<file path="config.mk">
export PLATFORM = sky130hd
export DESIGN_NAME = slip_recovery
export DESIGN_NICKNAME = d
export VERILOG_FILES = /design/src/rtl/rc_pkg.sv /design/src/rtl/rc_datapath.sv /design/src/rtl/rc_ctrl.sv /design/src/rtl/slip_recovery.sv
export SDC_FILE = /design/constraint.sdc
export NUM_CORES = 1
export LEC_CHECK = 0
export BUFFER_PORTS_ARGS = -buffer_cell sky130_fd_sc_hd__buf_2
export CAP_MARGIN = 15
export CELL_PAD_IN_SITES_DETAIL_PLACEMENT = 1
export CELL_PAD_IN_SITES_GLOBAL_PLACEMENT = 2
export CORE_UTILIZATION = 40
export DETAILED_ROUTE_END_ITERATION = 8
export PLACE_DENSITY_LB_ADDON = 0.1
export SLEW_MARGIN = 5
export SYNTH_ARGS = -nofsm -noshare
export SYNTH_HDL_FRONTEND = slang
export SYNTH_SLANG_ARGS = --single-unit
</file>
<file path="constraint.sdc">
create_clock -name clk -period 4.3 [get_ports clk]
set_input_delay 0.43 -clock clk [delete_from_list [all_inputs] [get_ports clk]]
set_output_delay 0.43 -clock clk [all_outputs]
set_load 0.02 [all_outputs]
</file>
<file path="src/rtl/rc_pkg.sv">
package rc_pkg;

  typedef enum logic [2:0] {
    ST_IDLE,
    ST_FLUSH,
    ST_PC,
    ST_PRED,
    ST_REGS,
    ST_MEM,
    ST_DONE
  } phase_t;

  // Strobes from the sequencer to the datapath
  typedef struct packed {
    logic recordEn;    // accept store addresses into the table
    logic capture;     // latch trailPc at the trigger
    logic idxClear;    // reset the step index
    logic idxStep;     // advance the step index
    logic tableClear;  // empty the table and drop overflow
  } dpStrobe_t;

endpackage

</file>
<file path="src/rtl/rc_datapath.sv">
module rc_datapath
  import rc_pkg::*;
#(
  parameter int ADDR_W      = 8,
  parameter int PC_W        = 32,
  parameter int NUM_REGS    = 32,
  parameter int TABLE_DEPTH = 16
) (
  input  logic                        clk,
  input  logic                        rstN,
  input  dpStrobe_t                   strobe,
  input  logic                        storeValid,
  input  logic [ADDR_W-1:0]           storeAddr,
  input  logic [PC_W-1:0]             trailPc,
  output logic [PC_W-1:0]             pcHeld,
  output logic [$clog2(NUM_REGS)-1:0] regIdx,
  output logic [ADDR_W-1:0]           memAddr,
  output logic                        regLast,
  output logic                        memLast,
  output logic                        memNone
);

  localparam int MEM_WORDS = 1 << ADDR_W;
  localparam int TBL_W     = $clog2(TABLE_DEPTH);
  localparam int CNT_W     = TBL_W + 1;
  localparam int SPAN      = (NUM_REGS > MEM_WORDS) ? NUM_REGS : MEM_WORDS;
  localparam int IDX_W     = $clog2(SPAN) + 1;
  localparam int REG_W     = $clog2(NUM_REGS);

  logic [ADDR_W-1:0]      entry [TABLE_DEPTH];
  logic [CNT_W-1:0]       fillCount;
  logic                   overflow;
  logic [IDX_W-1:0]       stepIdx;
  logic [TABLE_DEPTH-1:0] hitVec;
  logic                   anyHit;
  logic                   tableFull;
  logic                   recordNew;

  // Duplicate detection across the filled part of the table
  for (genvar i = 0; i < TABLE_DEPTH; i++) begin : gHit
    assign hitVec[i] = (CNT_W'(i) < fillCount) && (entry[i] == storeAddr);
  end

  assign anyHit    = |hitVec;
  assign tableFull = (fillCount == CNT_W'(TABLE_DEPTH));
  assign recordNew = strobe.recordEn && storeValid && !anyHit;

  for (genvar i = 0; i < TABLE_DEPTH; i++) begin : gEntry
    always_ff @(posedge clk) begin
      if (!rstN) begin
        entry[i] <= '0;
      end else if (recordNew && fillCount == CNT_W'(i)) begin
        entry[i] <= storeAddr;
      end
    end
  end

  always_ff @(posedge clk) begin
    if (!rstN) begin
      fillCount <= '0;
      overflow  <= 1'b0;
    end else if (strobe.tableClear) begin
      fillCount <= '0;
      overflow  <= 1'b0;
    end else if (recordNew) begin
      if (tableFull) overflow <= 1'b1;
      else           fillCount <= fillCount + 1'b1;
    end
  end

  always_ff @(posedge clk) begin
    if (!rstN) begin
      pcHeld <= '0;
    end else if (strobe.capture) begin
      pcHeld <= trailPc;
    end
  end

  always_ff @(posedge clk) begin
    if (!rstN) begin
      stepIdx <= '0;
    end else if (strobe.idxClear) begin
      stepIdx <= '0;
    end else if (strobe.idxStep) begin
      stepIdx <= stepIdx + 1'b1;
    end
  end

  assign regIdx  = stepIdx[REG_W-1:0];
  assign regLast = (stepIdx == IDX_W'(NUM_REGS - 1));
  assign memNone = !overflow && (fillCount == '0);
  assign memAddr = overflow ? stepIdx[ADDR_W-1:0] : entry[stepIdx[TBL_W-1:0]];

  always_comb begin
    if (overflow) memLast = (stepIdx == IDX_W'(MEM_WORDS - 1));
    else          memLast = (stepIdx == (IDX_W'(fillCount) - 1'b1));
  end

  // table never grows past its depth; overflow stays until a clear
  a_r7_count_bound: assert property (@(posedge clk) disable iff (!rstN)
    fillCount <= CNT_W'(TABLE_DEPTH));

  a_r7_sticky_overflow: assert property (@(posedge clk) disable iff (!rstN)
    overflow && !strobe.tableClear |=> overflow);

  // a repeated address leaves the fill level unchanged
  a_r5_dup_no_grow: assert property (@(posedge clk) disable iff (!rstN)
    strobe.recordEn && storeValid && anyHit && !strobe.tableClear |=> $stable(fillCount));

  // a clear leaves an empty, non-overflowed table
  a_r9_cleared: assert property (@(posedge clk) disable iff (!rstN)
    strobe.tableClear |=> (fillCount == '0) && !overflow);

  // while recording is off, the table does not change
  a_r11_frozen: assert property (@(posedge clk) disable iff (!rstN)
    !strobe.recordEn && !strobe.tableClear |=> $stable(fillCount) && $stable(overflow));

endmodule

</file>
<file path="src/rtl/rc_ctrl.sv">
module rc_ctrl
  import rc_pkg::*;
(
  input  logic      clk,
  input  logic      rstN,
  input  logic      mismatch,
  input  logic      regLast,
  input  logic      memLast,
  input  logic      memNone,
  output dpStrobe_t strobe,
  output logic      busy,
  output logic      dbFlush,
  output logic      pcLoad,
  output logic      predBackup,
  output logic      regCopy,
  output logic      memRestore,
  output logic      done
);

  phase_t state, nextState;

  always_ff @(posedge clk) begin
    if (!rstN) state <= ST_IDLE;
    else       state <= nextState;
  end

  always_comb begin
    nextState = state;
    strobe    = '0;
    unique case (state)
      ST_IDLE: begin
        strobe.recordEn = 1'b1;
        if (mismatch) begin
          strobe.capture = 1'b1;
          nextState      = ST_FLUSH;
        end
      end
      ST_FLUSH: nextState = ST_PC;
      ST_PC:    nextState = ST_PRED;
      ST_PRED: begin
        strobe.idxClear = 1'b1;
        nextState       = ST_REGS;
      end
      ST_REGS: begin
        if (regLast) begin
          strobe.idxClear = 1'b1;
          nextState       = memNone ? ST_DONE : ST_MEM;
        end else begin
          strobe.idxStep = 1'b1;
        end
      end
      ST_MEM: begin
        if (memLast) nextState = ST_DONE;
        else         strobe.idxStep = 1'b1;
      end
      ST_DONE: begin
        strobe.tableClear = 1'b1;
        nextState         = ST_IDLE;
      end
      default: nextState = ST_IDLE;
    endcase
  end

  assign busy       = (state != ST_IDLE);
  assign dbFlush    = (state == ST_FLUSH);
  assign pcLoad     = (state == ST_PC);
  assign predBackup = (state == ST_PRED);
  assign regCopy    = (state == ST_REGS);
  assign memRestore = (state == ST_MEM);
  assign done       = (state == ST_DONE);

  // never two step strobes at once
  a_r8_one_step: assert property (@(posedge clk) disable iff (!rstN)
    $onehot0({dbFlush, pcLoad, predBackup, regCopy, memRestore, done}));

  // step order flush -> PC -> predictor
  a_r2_flush_first: assert property (@(posedge clk) disable iff (!rstN)
    !busy && mismatch |=> dbFlush);
  a_r2_pc_after_flush: assert property (@(posedge clk) disable iff (!rstN)
    dbFlush |=> pcLoad);
  a_r2_pred_after_pc: assert property (@(posedge clk) disable iff (!rstN)
    pcLoad |=> predBackup);

  // done returns to idle, no re-trigger mid-sequence
  a_r8_done_idle: assert property (@(posedge clk) disable iff (!rstN)
    done |=> !busy);
  a_r10_no_restart: assert property (@(posedge clk) disable iff (!rstN)
    busy |=> !dbFlush);

endmodule

</file>
<file path="src/rtl/slip_recovery.sv">
module slip_recovery
  import rc_pkg::*;
#(
  parameter int ADDR_W      = 8,
  parameter int PC_W        = 32,
  parameter int NUM_REGS    = 32,
  parameter int TABLE_DEPTH = 16
) (
  input  logic                        clk,
  input  logic                        rstN,
  input  logic                        storeValid,
  input  logic [ADDR_W-1:0]           storeAddr,
  input  logic                        mismatch,
  input  logic [PC_W-1:0]             trailPc,
  output logic                        busy,
  output logic                        dbFlush,
  output logic                        pcLoad,
  output logic                        predBackup,
  output logic [PC_W-1:0]             pcValue,
  output logic                        regCopy,
  output logic [$clog2(NUM_REGS)-1:0] regIdx,
  output logic                        memRestore,
  output logic [ADDR_W-1:0]           memAddr,
  output logic                        done
);

  dpStrobe_t strobe;
  logic      regLast;
  logic      memLast;
  logic      memNone;

  rc_ctrl uCtrl (
    .clk       (clk),
    .rstN      (rstN),
    .mismatch  (mismatch),
    .regLast   (regLast),
    .memLast   (memLast),
    .memNone   (memNone),
    .strobe    (strobe),
    .busy      (busy),
    .dbFlush   (dbFlush),
    .pcLoad    (pcLoad),
    .predBackup(predBackup),
    .regCopy   (regCopy),
    .memRestore(memRestore),
    .done      (done)
  );

  rc_datapath #(
    .ADDR_W     (ADDR_W),
    .PC_W       (PC_W),
    .NUM_REGS   (NUM_REGS),
    .TABLE_DEPTH(TABLE_DEPTH)
  ) uPath (
    .clk       (clk),
    .rstN      (rstN),
    .strobe    (strobe),
    .storeValid(storeValid),
    .storeAddr (storeAddr),
    .trailPc   (trailPc),
    .pcHeld    (pcValue),
    .regIdx    (regIdx),
    .memAddr   (memAddr),
    .regLast   (regLast),
    .memLast   (memLast),
    .memNone   (memNone)
  );

  // the register run starts at index 0 and climbs by one
  a_r3_first_reg: assert property (@(posedge clk) disable iff (!rstN)
    $rose(regCopy) |-> (regIdx == '0));
  a_r3_reg_climb: assert property (@(posedge clk) disable iff (!rstN)
    regCopy && $past(regCopy) |-> (regIdx == $past(regIdx) + 1'b1));

  // the held PC does not move while the sequence runs
  a_r2_pc_held: assert property (@(posedge clk) disable iff (!rstN)
    busy && $past(busy) |-> $stable(pcValue));

endmodule

</file>
; After elaboration in Yosys (flattened, before gate mapping)
; Memory sizes are Yosys's and may differ from the RTL's. A register that Yosys moved wholly into a read port is not among the register bits.
; Index checks and enable logic that the tools add are counted.
[totals]
reg_bits = 50
mem_bits_rw = 128
in_bits = 44
output_inout_bits = 52
wordCells = 215
n_memories = 1
[mem_list]
columns = memory, words, width, read_ports, rd_ports_with_merged_regs, wr, line_no
row1 = uPath.entry, 16, 8, 17, 1, 16, rc_datapath.sv:30  ; logic [ADDR_W-1:0] entry [TABLE_DEPTH];
[op_classes]
n_addsub = 3
n_lt_le_gt_ge = 16
n_eq_ne = 44
muxes = 82
bitwise_logic = 18
n_reduce_logical = 46
[ops]
columns = operator, count
row1 = 8-bit 2-to-1 mux, 17
row2 = 8-bit equality test, 16
row3 = 1-bit 2-to-1 mux, 55
row4 = "5-bit by 4-bit equality test with 1-bit output, second input constant", 8
row5 = "4-bit by 5-bit less-than comparator with 1-bit output, first input constant", 8
row6 = 1-bit logical AND, 35
row7 = "5-bit by 3-bit equality test with 1-bit output, second input constant", 4
row8 = "3-bit by 5-bit less-than comparator with 1-bit output, first input constant", 4
row9 = 3-bit case mux with 6 select lines, 1
row10 = 1-bit bitwise OR, 16
row11 = 16-bit OR reduction, 1
row12 = "5-bit by 2-bit equality test with 1-bit output, second input constant", 2
row13 = "1-bit by 5-bit less-than comparator with 1-bit output, first input constant", 2
row14 = "2-bit by 5-bit less-than comparator with 1-bit output, first input constant", 2
row15 = "9-bit by 1-bit adder with 9-bit output, second input constant", 1
row16 = "3-bit equality test, second input constant", 3
row17 = "9-bit by 5-bit equality test with 1-bit output, second input constant", 1
row18 = "9-bit by 8-bit equality test with 1-bit output, second input constant", 1
row19 = 9-bit equality test, 1
row20 = 3-bit 2-to-1 mux, 3
row21 = 4-bit 2-to-1 mux, 2
row22 = "3-bit by 2-bit equality test with 1-bit output, second input constant", 2
row23 = "5-bit by 1-bit subtractor with 6-bit output, second input constant", 1
row24 = "5-bit by 1-bit adder with 5-bit output, second input constant", 1
row25 = 15 further kinds, 22

; Depth between registers and ports, before layout
; An unclocked memory read counts as a cell.
[depth]
word_depth = 11
ltp_mapped = 13
ltp_nobuf = 9

; Hierarchy
; A second synthesis with hierarchy kept.
[hier_totals]
cells_unflattened = 862
hier_area_um2 = 10008.3
[by_module_without_submodules]
columns = module, n_inst, cells_each, area_per_inst_um2, seq_area_each_um2
row1 = rc_datapath, 1, 828, 9745.6, 4864.7
row2 = rc_ctrl, 1, 34, 262.8, 60.1

; Worst setup path after synthesis
; Ideal clock, no wire load.
[synth_timing]
path_type = input to register
startpoint = input port storeAddr[6]
endpoint = memory uPath.entry[0][0], enable pin
setup_ns = 0.387
arrival_ns = 2.639
required_time_ns = 3.913
slack_ns = 1.274
path_stages = 11
n_path_buf = 4
cell_sequence = buf_2 buf_4 xor2_1 nor3_1 a31oi_1 and3_1 and2_1 buf_2 nand2_1 buf_2 o31ai_1
[synth_rtl]
columns = element, line_no
row1 = start: declaration, slip_recovery.sv:12  ; input logic [ADDR_W-1:0] storeAddr,
row2 = end: declaration, rc_datapath.sv:30

==> results.tsv <==
metric	value	unit
post-route-min-period	3790	ps
yosys-top-cells-area	edfxtp_1, dfxtp_1, mux4_2	
synth_flop_cell	edfxtp_1	
place_area	0.0108	mm^2
cp-start-kind	flip-flop	
firstDrtPassIters	5	
grt_pass1_vias	8044	
async_flop_share	0	%
place_inst	1296	
dieHeight	161	um
cts_resized	0	
use_met1	37.1	%
nets	1041	
drc	0	
clk_latency	450	ps
antenna_cells	0	
synthCells	930	
tritoncts	built	
cts_htree_levels	4	
finClkSkew	18.7	ps
start_util	41.2	%
crit_fanout	24	
power_density	390	mW/mm^2
clock_path_buffers	2	
netlist-cell-type-count	57	
rsz0062_at_grt	no	
post-route-period-util	88.0	%
die_w	161	um
grt_max_degree	39	
slew_violations	0	
via_count	7871	
finalWirelength	34800	um
cp-end-kind	flip-flop	
fin_area	0.0115	mm^2
fp-row-count	57	
irDropWorstVdd	210	uV
layout.cells.non_filler	1329	
setup_viol	0	
worst_slack	515	ps
busiest_layer	met2	
post-place-ws	566	ps
die-area	0.0260	mm^2
avgSynthCellArea	10.9	um^2
seq_area_frac_synth	48.5	%
n_fill_cell	2699	
outcome	complete, no violations	
arrival	3850	ps
wl_per_cell	26.2	um
postCtsHoldBufs	0	
synth_fp_nets	979	
synthTopCellsByCount	edfxtp_1, nand2_1, nor3_1, nor2_1, xnor2_1	
fin_util	46.7	%
slew_headroom	27.7	%
vias_per_cell	5.92	
drv_cap	0	
coreArea	0.0246	mm^2
synth_top_area_share	37.9	%
dp_hpwl	25600	um
criticalPathCategory	reg2reg	
yosys_register_bits	182	
cp.required	4370	ps
post-synth-top-count-cell	edfxtp_1	
port_buffers	95	
clk_pin_slew	80	ps
gr-usage-met3	4.83	%
place_congestion	0.925	
fmax	264	MHz
antenna_found_initial	1	
grt_pass1_wl	52600	um
tightestPinTransition	1080	ps
cts-root-buf	clkbuf_16	
synth-edff-count	128	
postRouteAntennaNets	0	
power.leakage	4.06	nW
grt_use_met2	45.0	%
drive_above_1_share	21.5	%
ys_warn_count	0	
cts_buffers	17	
synth_top_area_cell	edfxtp_1	
power	4.48	mW
syn-cell-area	0.0101	mm^2
grt-ovfl-total	0	
ios	96	
min_path_type	in2reg	
cts.sinks	182	
area_growth	13.2	%
cts_setup_buffers	0	
tns	0	ps
track_usage	27.8	%
hold_slack	225	ps
drt_iter0_drc	620	
hold_viol	0	
[worst paths after layout]
check / from / endpoint / slack (ps) / cells after the start
worst max-delay path: uPath.fillCount[4] / uPath.entry[2][5] / 510 / 6
worst min-delay path: trailPc[28] / uPath.pcHeld[28] / 220 / 3
worst min register to register: uPath.pcHeld[0] / uPath.pcHeld[0] / 470 / 2
worst max register to register: uPath.fillCount[4] / uPath.entry[2][5] / 510 / 6
[critical path, cell delays in order, from the launching register on]
cell and delay, ps:
dfxtp_1 610, nor3_2 690, a211oi_1 180, nor4_1 390, and4_1 390, nand2_1 260
o21ai_0 890
[layer usage]
layer | share of wire [%] | up-vias | routed length (um)
met2 | 48 | 304 | 16700
met3 | 5.7 | 71 | 1990
met1 | 43 | 4000 | 14900
met5 | 0.026 | - | 9
li1 | - | 3494 | -
met4 | 3.4 | 2 | 1200
[where the power goes]
| group | leakage [nW] | internal (mW) | switching (mW) |
|---|---|---|---|
| Combinational | 1.99 | 0.271 | 0.473 |
| Clock | 0.305 | 0.848 | 0.825 |
| Sequential | 1.77 | 1.96 | 0.100 |
| Total | 4.06 | 3.08 | 1.40 |
[sequential cells by signal, indices dropped and copies added (netlist names), named ones only]
register / count
uPath.entry: 128
uPath.fillCount: 5
uPath.overflow: 1
uCtrl.state: 3
uPath.stepIdx: 9
uPath.pcHeld: 32
[kinds of logic (layout without fill, tap and decap cells)]
family / after synthesis / in the layout / synth area share (%)
flip-flops: 182 / 182 / 48.5
adder cells (fa/ha/maj): 5 / 5 / 0.616
AND/OR/NAND/NOR: 367 / 367 / 17.6
multiplexers: 51 / 51 / 10.1
buffers and inverters: 92 / 167 / 4.44
AO/OA/AOI/OAI: 94 / 94 / 6.79
XOR/XNOR: 139 / 139 / 12.0
[layout by cell type, fill, tap and decap left out, types with 5 or more instances in the layout]
master     count
a21boi_0      33
a31oi_1        5
and2_1         6
and3_1         6
buf_2         95
buf_4         30
clkbuf_16     17
clkinv_8       5
dfxtp_1       53
edfxtp_1     128
ha_1           5
inv_1          8
mux2_2         8
mux4_2        40
nand2_1      105
nand3_1       21
nand4_1       18
nor2_1        75
nor2b_1        6
nor3_1        76
nor4_1        32
o211ai_1       6
o21ai_0       21
o31ai_1        8
xnor2_1       70
xor2_1        69
[cell type report]
type                    count  area [um^2]  area share (%)
clock inverters            15          200            1.74
flip-flops and latches    182         4930            42.9
repair buffers            126          728            6.34
multi-input cells         656         4770            41.5
clock buffers              17          425            3.70
inverters                   9         33.8           0.294
well taps                 324          405            3.53
(Power assumes the default switching activity.)
